### config.mk
export PLATFORM = sky130hd
export DESIGN_NAME = asp_irq_gen
export DESIGN_NICKNAME = d
export VERILOG_FILES = /design/src/rtl/asp_irq_pkg.sv /design/src/rtl/asp_word_queue.sv /design/src/rtl/asp_exc_irq.sv /design/src/rtl/asp_irq_gen.sv
export SDC_FILE = /design/constraint.sdc
export NUM_CORES = 1
export LEC_CHECK = 0
export ABC_CLOCK_PERIOD_IN_PS = 8600
export BUFFER_PORTS_ARGS = -buffer_cell sky130_fd_sc_hd__buf_2
export CELL_PAD_IN_SITES_DETAIL_PLACEMENT = 1
export CELL_PAD_IN_SITES_GLOBAL_PLACEMENT = 1
export CORE_MARGIN = 2
export CORE_UTILIZATION = 51
export DETAILED_ROUTE_END_ITERATION = 8
export PLACE_DENSITY = 0.81
export SETUP_SLACK_MARGIN = 0.02
export SYNTH_ARGS = -nofsm -noshare
export SYNTH_HDL_FRONTEND = slang
export SYNTH_SLANG_ARGS = --single-unit
export TNS_END_PERCENT = 5
### constraint.sdc
create_clock -name clk -period 8.6 [get_ports clk]
set_input_delay 0.86 -clock clk [delete_from_list [all_inputs] [get_ports clk]]
set_output_delay 0.86 -clock clk [all_outputs]
set_load 0.005 [all_outputs]
### src/rtl/asp_irq_pkg.sv
package asp_irq_pkg;
  localparam int NCH = 2;

  typedef struct packed {
    logic exc;
    logic clean;
  } irq_pair_t;
endpackage

### src/rtl/asp_word_queue.sv
module asp_word_queue #(
  parameter int W     = 16,
  parameter int DEPTH = 15
) (
  input  logic         clk,
  input  logic         rst,
  input  logic         lim_one,
  input  logic         push,
  input  logic [W-1:0] push_data,
  input  logic         pop,
  output logic [W-1:0] pop_data,
  output logic         full,
  output logic         empty,
  output logic         push_drop,
  output logic         pop_miss
);
  localparam int PW = (DEPTH > 1) ? $clog2(DEPTH) : 1;
  localparam int CW = $clog2(DEPTH + 1);

  logic [W-1:0]  mem [DEPTH];
  logic [PW-1:0] wp, rp;
  logic [CW-1:0] level;
  logic          push_ok, pop_ok;

  assign empty     = (level == '0);
  assign full      = lim_one ? !empty : (level == CW'(DEPTH));
  assign push_ok   = push && !full;
  assign pop_ok    = pop && !empty;
  assign push_drop = push && full;
  assign pop_miss  = pop && empty;

  // storage without reset so it maps onto block RAM
  always_ff @(posedge clk) begin
    if (push_ok) mem[wp] <= push_data;
    if (pop_ok)  pop_data <= mem[rp];
  end

  always_ff @(posedge clk) begin
    if (rst) begin
      wp    <= '0;
      rp    <= '0;
      level <= '0;
    end else begin
      if (push_ok) wp <= (wp == PW'(DEPTH - 1)) ? '0 : wp + 1'b1;
      if (pop_ok)  rp <= (rp == PW'(DEPTH - 1)) ? '0 : rp + 1'b1;
      level <= level + CW'(push_ok) - CW'(pop_ok);
    end
  end

  a_r2_level_bound: assert property (@(posedge clk) disable iff (rst)
    level <= CW'(DEPTH));
  a_r2_drop_keeps_level: assert property (@(posedge clk) disable iff (rst)
    (push && full && !pop) |=> $stable(level));
  a_r4_pop_lowers: assert property (@(posedge clk) disable iff (rst)
    (pop && !empty && !push) |=> (level == $past(level) - 1'b1));
endmodule

### src/rtl/asp_exc_irq.sv
module asp_exc_irq
  import asp_irq_pkg::*;
(
  input  logic      clk,
  input  logic      rst,
  input  logic      set,
  input  logic      clr,
  input  logic      cond,
  input  logic      gate,
  output logic      flag,
  output irq_pair_t irq
);
  always_ff @(posedge clk) begin
    if (rst) begin
      flag <= 1'b0;
      irq  <= '0;
    end else begin
      if (set)      flag <= 1'b1;
      else if (clr) flag <= 1'b0;
      irq.exc   <= gate && cond && flag;
      irq.clean <= gate && cond && !flag;
    end
  end

  a_r6_set_wins: assert property (@(posedge clk) disable iff (rst)
    set |=> flag);
  a_r6_sticky: assert property (@(posedge clk) disable iff (rst)
    (flag && !clr) |=> flag);
  a_r7_exc_needs_flag: assert property (@(posedge clk) disable iff (rst)
    irq.exc |-> $past(flag));
  a_r8_clean_needs_cond: assert property (@(posedge clk) disable iff (rst)
    irq.clean |-> $past(cond && gate && !flag));
endmodule

### src/rtl/asp_irq_gen.sv
module asp_irq_gen
  import asp_irq_pkg::*;
#(
  parameter int W     = 16,
  parameter int DEPTH = 15
) (
  input  logic             clk,
  input  logic             rst,
  input  logic             tx_en,
  input  logic             rx_en,
  input  logic             tx_ie,
  input  logic             rx_ie,
  input  logic             fifo_en,
  input  logic             dual_mode,
  input  logic             cpu_tx_wr,
  input  logic             cpu_tx_ch,
  input  logic [W-1:0]     cpu_tx_data,
  input  logic             cpu_rx_rd,
  input  logic             cpu_rx_ch,
  output logic [W-1:0]     cpu_rx_data,
  input  logic [1:0]       exc_clr_tx,
  input  logic [1:0]       exc_clr_rx,
  input  logic [1:0]       ser_tx_pull,
  output logic [2*W-1:0]   ser_tx_data,
  input  logic [1:0]       ser_rx_push,
  input  logic [2*W-1:0]   ser_rx_data,
  output logic [1:0]       tx_empty,
  output logic [1:0]       tx_underrun,
  output logic [1:0]       rx_ready,
  output logic [1:0]       rx_overrun,
  output logic [1:0]       tx_irq_exc,
  output logic [1:0]       tx_irq_clean,
  output logic [1:0]       rx_irq_exc,
  output logic [1:0]       rx_irq_clean
);
  logic [W-1:0] rx_word [NCH];
  logic         rd_ch_q;

  always_ff @(posedge clk) begin
    if (rst)            rd_ch_q <= 1'b0;
    else if (cpu_rx_rd) rd_ch_q <= cpu_rx_ch;
  end
  assign cpu_rx_data = rx_word[rd_ch_q];

  for (genvar g = 0; g < NCH; g++) begin : g_ch
    logic      active;
    logic      tx_push, tx_pop, tx_full, tx_drop, tx_miss;
    logic      rx_push, rx_pop, rx_empty, rx_drop, rx_miss;
    irq_pair_t tx_irq, rx_irq;

    assign active  = (g == 0) ? 1'b1 : dual_mode;
    assign tx_push = cpu_tx_wr && (cpu_tx_ch == 1'(g)) && active;
    assign tx_pop  = ser_tx_pull[g] && tx_en && active;
    assign rx_push = ser_rx_push[g] && rx_en && active;
    assign rx_pop  = cpu_rx_rd && (cpu_rx_ch == 1'(g)) && active;

    asp_word_queue #(.W(W), .DEPTH(DEPTH)) u_txq (
      .clk(clk), .rst(rst), .lim_one(!fifo_en),
      .push(tx_push), .push_data(cpu_tx_data),
      .pop(tx_pop), .pop_data(ser_tx_data[g*W +: W]),
      .full(tx_full), .empty(tx_empty[g]),
      .push_drop(tx_drop), .pop_miss(tx_miss)
    );

    asp_word_queue #(.W(W), .DEPTH(DEPTH)) u_rxq (
      .clk(clk), .rst(rst), .lim_one(!fifo_en),
      .push(rx_push), .push_data(ser_rx_data[g*W +: W]),
      .pop(rx_pop), .pop_data(rx_word[g]),
      .full(rx_ready[g]), .empty(rx_empty),
      .push_drop(rx_drop), .pop_miss(rx_miss)
    );

    asp_exc_irq u_txirq (
      .clk(clk), .rst(rst), .set(tx_miss), .clr(exc_clr_tx[g]),
      .cond(tx_empty[g]), .gate(tx_ie && tx_en && active),
      .flag(tx_underrun[g]), .irq(tx_irq)
    );

    asp_exc_irq u_rxirq (
      .clk(clk), .rst(rst), .set(rx_drop), .clr(exc_clr_rx[g]),
      .cond(rx_ready[g]), .gate(rx_ie && active),
      .flag(rx_overrun[g]), .irq(rx_irq)
    );

    assign tx_irq_exc[g]   = tx_irq.exc;
    assign tx_irq_clean[g] = tx_irq.clean;
    assign rx_irq_exc[g]   = rx_irq.exc;
    assign rx_irq_clean[g] = rx_irq.clean;

    a_r3_write_fills: assert property (@(posedge clk) disable iff (rst)
      (tx_push && tx_empty[g]) |=> !tx_empty[g]);
  end

  a_r7_tx_masked: assert property (@(posedge clk) disable iff (rst)
    !(tx_ie && tx_en) |=> (tx_irq_exc == 2'b00 && tx_irq_clean == 2'b00));
  a_r8_rx_masked: assert property (@(posedge clk) disable iff (rst)
    !rx_ie |=> (rx_irq_exc == 2'b00 && rx_irq_clean == 2'b00));
  a_r9_idle_chan: assert property (@(posedge clk) disable iff (rst)
    !dual_mode |=> !(tx_irq_exc[1] || tx_irq_clean[1] || rx_irq_exc[1] || rx_irq_clean[1]));
endmodule

; ---- Word level (Yosys, flattened, before mapping)
; Memory sizes are Yosys's and may differ from the RTL's. A register that Yosys moved wholly into a read port is not among the register bits.
; Cells that the tools add are included.
[word_totals]
reg_bits = 61
mem_bits_rw = 960
input_bits = 68
output_inout_bits = 64
elab_cells = 151
memories = 4
[op_classes]
n_addsub = 16
magnitude_cmp = 1
eq_ne = 12
muxes = 31
bitwise = 3
n_reduce_logical = 59
[mem_list]
columns = memory, depth, word_bits, read_ports, rd_ports_with_merged_regs, write_ports, line_no
row1 = g_ch[0].u_rxq.mem, 15, 16, 1, 1, 1, asp_word_queue.sv:20  ; logic [W-1:0] mem [DEPTH];
row2 = g_ch[0].u_txq.mem, 15, 16, 1, 1, 1, asp_word_queue.sv:20
row3 = g_ch[1].u_rxq.mem, 15, 16, 1, 1, 1, asp_word_queue.sv:20
row4 = g_ch[1].u_txq.mem, 15, 16, 1, 1, 1, asp_word_queue.sv:20
[op_table]
columns = op, n
row1 = $eq A4 B4 Y1 const B, 12
row2 = $mux W16, 3
row3 = $logic_and A1 B1 Y1, 39
row4 = $add A4 B1 Y4 const B, 8
row5 = $mux W4, 8
row6 = $mux W1, 20
row7 = $add A4 B1 Y4, 4
row8 = $logic_not A4 Y1, 4
row9 = $sub A4 B1 Y4, 4
row10 = $logic_not A1 Y1, 12
row11 = $reduce_bool A2 Y1, 4
row12 = $ge A2 B2 Y1 const B, 1
row13 = $not A1 Y1, 2
row14 = $not A1 Y2, 1

; ---- Depth between registers and ports, before layout
[logic_depth]
ltp_word = 7
ltp_mapped = 12
ltp_nobuf = 12

; ---- Modules after synthesis
; A second synthesis with hierarchy kept.
[hier_totals]
hier_cells = 2205
area_unflattened_um2 = 42119.1
[by_module_without_submodules]
columns = module, instances, cells_per_inst, area_per_inst_um2, seq_area_each_um2
row1 = asp_word_queue at g_ch[0].u_txq ..., 2, 534, 10359.9, 7927.6
row2 = asp_word_queue at g_ch[0].u_rxq, 1, 534, 10352.4, 7927.6
row3 = asp_word_queue at g_ch[1].u_txq, 1, 534, 10329.9, 7927.6
row4 = asp_exc_irq, 4, 9, 91.3, 60.1
row5 = asp_irq_gen, 1, 33, 351.6, 20.0

; ---- Worst setup path after synthesis
; No wires, ideal clock.
[synth_path]
kind = input to register
start = input fifo_en
end = memory g_ch[0].u_rxq.mem[12][0] (enable)
setup_time_ns = 0.436
arrival_time_ns = 3.527
required_ns = 8.164
slack_ns = 4.637
stages = 6
n_path_buf = 2
cell_sequence = a21bo_2 or2_0 clkbuf_1 and2_4 buf_6 nor4b_1
[synth_between]
elab_chain_len = 5
[synth_rtl]
columns = item, line_no
row1 = "start, declared", asp_irq_gen.sv:13  ; input logic fifo_en,
row2 = $mux W1, asp_word_queue.sv:26  ; assign full = lim_one ? !empty : (level == CW'(DEPTH));
row3 = $logic_not A1 Y1, asp_word_queue.sv:27  ; assign push_ok = push && !full;
row4 = $logic_and A1 B1 Y1, asp_word_queue.sv:27
row5 = $mux W1, asp_word_queue.sv:34  ; if (push_ok) mem[wp] <= push_data;
row6 = $mux W1 (not written as such), asp_word_queue.sv:34
row7 = "end, declared", asp_word_queue.sv:20
; No other way between the ends.

; ---- Final worst setup path
[layout_path]
start = input dual_mode
end = register g_ch[1].u_rxq.level[3]
[layout_between]
elab_cells_between_ends = 6
classes_between = 2 x add/sub / 4 x reduce/logical
[layout_lines]
columns = item, line_no
row1 = "start, declared", asp_irq_gen.sv:14  ; input logic dual_mode,
row2 = $logic_and A1 B1 Y1, asp_irq_gen.sv:55  ; assign rx_pop = cpu_rx_rd && (cpu_rx_ch == 1'(g)) && active;
row3 = $logic_and A1 B1 Y1, asp_word_queue.sv:28  ; assign pop_ok = pop && !empty;
row4 = via g_ch[1].u_rxq.pop_ok, asp_word_queue.sv:23  ; logic push_ok, pop_ok;
row5 = $sub A4 B1 Y4, asp_word_queue.sv:46  ; level <= level + CW'(push_ok) - CW'(pop_ok);
row6 = "end signal, assigned", asp_word_queue.sv:46
row7 = "end, declared", asp_word_queue.sv:22  ; logic [CW-1:0] level;
; The timed path passes the listed nets, and every way through them passes these cells.
; A chain may end at the register's enable or synchronous reset.

==> results.yml <==
place:
  place_congestion: 0.840
  dpl_worst_slack_ns: 4.79
  portBuffers: 131
  place_hpwl_um: 62200
die:
  coreArea_mm2: 0.0817
  dieArea_mm2: 0.0844
  ios: 132
  fp.dieH_um: 290
  die_w_um: 290
  row_count: 105
  start_util_pct: 51.2
synth:
  yosysMostFrequentCell: "edfxtp_1"
  ys_ff_latch: 1085
  synth_cell_types: 65
  synthArstFlopShare_pct: 0
  ys.flop_type: "edfxtp_1"
  ys_warn_count: 0
  synth-edff-count: 1024
  synth_area_per_cell_um2: 19.1
  syn-cell-area_mm2: 0.0419
  yosysSeqAreaShare_pct: 76.4
  syn-num-nets: 2283
  yosysTopAreaCell: "edfxtp_1"
  synthTopCellsByCount: "edfxtp_1, mux4_2, a21oi_1"
  synth_area_leaders: "edfxtp_1, mux4_2, dfxtp_1, mux2i_1, o211ai_1"
  synth_cells: 2187
  synth_top_area_share_pct: 73.5
detailed_routing:
  viasPerCell: 6.16
  drt_wl_total_um: 102000
  wl_per_cell_um: 29.0
  vias: 21800
  drtPass1Iterations: 5
  drtIter0Drc: 2102
  drc: 0
  ant_nets: 0
power:
  p_leak_uw: 0.0148
  pwr-share-clk_pct: 39.1
  netSwitchingPower_uw: 2720
  swShare_pct: 23.4
  pwr-share-seq_pct: 51.8
  ir_drop_v: 0.000258
  p_int_uw: 8930
  power_density_mw_per_mm2: 246
  pwr-share-comb_pct: 9.2
sta:
  skew_ns: 0.0382
  fin_crit_sh_pct: 38.6
  drv_slew: 0
  worst_pin_slew_ns: 1.35
  setup_ws_ns: 5.28
  final-setup-viol-count: 0
  fin_setup_tns_ns: 0
  hold_viol: 0
  relSlewSlack_pct: 9.90
  layout_min_cycle_time_ns: 3.32
  rsz0062_at_grt: "false"
  fmax_mhz: 301
final_layout:
  drive_gt1_share_pct: 25.1
  fillers: 7073
  final_nets: 2461
  area_delta_synth_final_pct: 13.2
clock_network:
  cts.sinks: 1085
  cts-root-buf: "clkbuf_16"
  worst_skew_pair.late_latency_ns: 0.69
  path_clk_slew_ns: 0.06
  cts_made_buffers: 107
  post_cts_resized: 0
  clock_path_buffers: 3
  cts_tree: "done"
  cts_setup_buffers: 0
  cts_hold_buf: 0
  htreeDepth: 3
global_routing:
  grt.overflow.total: 0
  grt_pass1_vias: 23800
  grt_max_degree: 88
  antenna_found_initial: 3
  grt_pass1_wl_um: 155000
  track_usage_pct: 24.7
setup_path:
  crit_type: "in -> reg"
  cp_top_family: "compound AO/OA/AOI/OAI gates"
  slowest_delay_ns: 1.10
  cpMostUsedCell: "ha_1"
  worstPathArrival_ns: 3.85
  critPathLaunchType: "input port"
  critPathCaptureType: "register"
  crit_required_ns: 9.13
  crit_chain: "buf_2 > nand3_1 > a31oi_2 > ha_1 > inv_1 > ha_1 > a21o_1 > a21oi_1 > xnor2_1 > nor2_1"
  crit_fanout: 22
  path_depth: 10
  critPathSlowestCell: "a31oi_2"
  rr_worst_depth: 11
  path_buf_inv: 2
status:
  outcome: "complete, no violations"
flow_run:
  cap_viol_max_count: 0
hold_path:
  holdPathStages: 3
  hold_path_class: "in -> reg"
-- final cells by class --
type                            count  area (µm²)  area share, %
Sequential cell                  1085       32000           67.5
Multi-Input combinational cell    923        9250           19.5
Clock buffer                      128        2800           5.90
Tap cell                         1070        1340           2.82
Timing Repair Buffer              209        1240           2.62
Clock inverter                     73         621           1.31
Inverter                           39         146          0.309
Antenna cell                        2        5.00         0.0106
-- cells in the final DEF, fill, tap and decap left out, types with 39 or more instances in the layout --
cell type | Yosys | final
buf_4 | 17 | 78
dfxtp_1 | 61 | 53
o211ai_1 | 68 | 68
mux4_2 | 192 | 192
clkbuf_16 | 0 | 108
a21oi_1 | 93 | 93
o21ai_0 | 71 | 71
edfxtp_1 | 1024 | 1024
buf_2 | 29 | 131
nand2_1 | 85 | 85
o22ai_1 | 64 | 64
nor2_1 | 68 | 66
mux2i_1 | 70 | 70
clkinv_1 | 2 | 39
-- worst min-delay path, cell delays in order --
cell and delay [ns]:
buf_2 0.07, nand2b_1 0.10, a21oi_1 0.07
-- per-stage QoR --
step                total power, µW  instances  hold WS, ns  utilization (%)  instance area (µm²)
floorplan                      6800       2187        0.414                -                41900
detailed placement             7210       3326        0.485             53.8                44000
finish                        11700       3529        0.469             58.0                47400
global route                  12000       3527        0.462             58.0                47400
CTS                           11700       3527        0.438             58.0                47400
global placement               7130       3326        0.440             53.8                44000
-- per-layer routing --
layer	vias to the layer above	part of all wire (%)	track usage, %
met5	-	0	0
met4	0	3.2	8.59
met3	204	6.6	4.06
met2	861	52	42.5
met1	11500	38	32.0
li1	9234	-	-
-- sequential cells by signal (all words and copies together), names as in the netlist, 2 cells and up --
name,cells
g_ch.u_rxirq.irq,4
g_ch.u_txq.rp,8
g_ch.u_txirq.irq,4
g_ch.u_rxq.pop_data,32
g_ch.u_txq.level,8
g_ch.u_txq.mem,480
g_ch.u_rxq.level,8
g_ch.u_rxirq.flag,2
g_ch.u_txirq.flag,2
g_ch.u_rxq.wp,8
g_ch.u_rxq.mem,480
g_ch.u_txq.wp,8
g_ch.u_rxq.rp,8
g_ch.u_txq.pop_data,32
-- power by group through the flow --
stage / sequential, µW / combinational (µW) / clock (µW)
6_report: 6040 / 1070 / 4550
3_5_place_dp: 6150 / 1060 / 0
2_1_floorplan: 6070 / 740 / 0
4_1_cts: 6040 / 1080 / 4630
3_3_place_gp: 6130 / 997 / 0
5_1_grt: 6050 / 1150 / 4810
-- path summary, 6_finish.rpt --
kind / slack, ns / start / endpoint
setup / recovery: 5.28 / dual_mode / g_ch[1].u_rxq.level[3]
hold / removal: 0.47 / exc_clr_tx[1] / g_ch[1].u_txirq.flag
setup reg to reg: 5.35 / g_ch[0].u_rxq.level[2] / g_ch[0].u_rxq.level[3]
hold reg to reg: 0.49 / g_ch[0].u_txirq.flag / g_ch[0].u_txirq.irq[0]
-- cells by family after synthesis --
family,after synthesis,synth area share (%)
fa+ha+maj,28,0.909
mux,279,12.5
compound gates,343,5.12
flops,1085,76.4
buf+inv,179,1.86
simple gates,265,3.11
xor+xnor,8,0.167
Power figures use the tool's default switching activity.
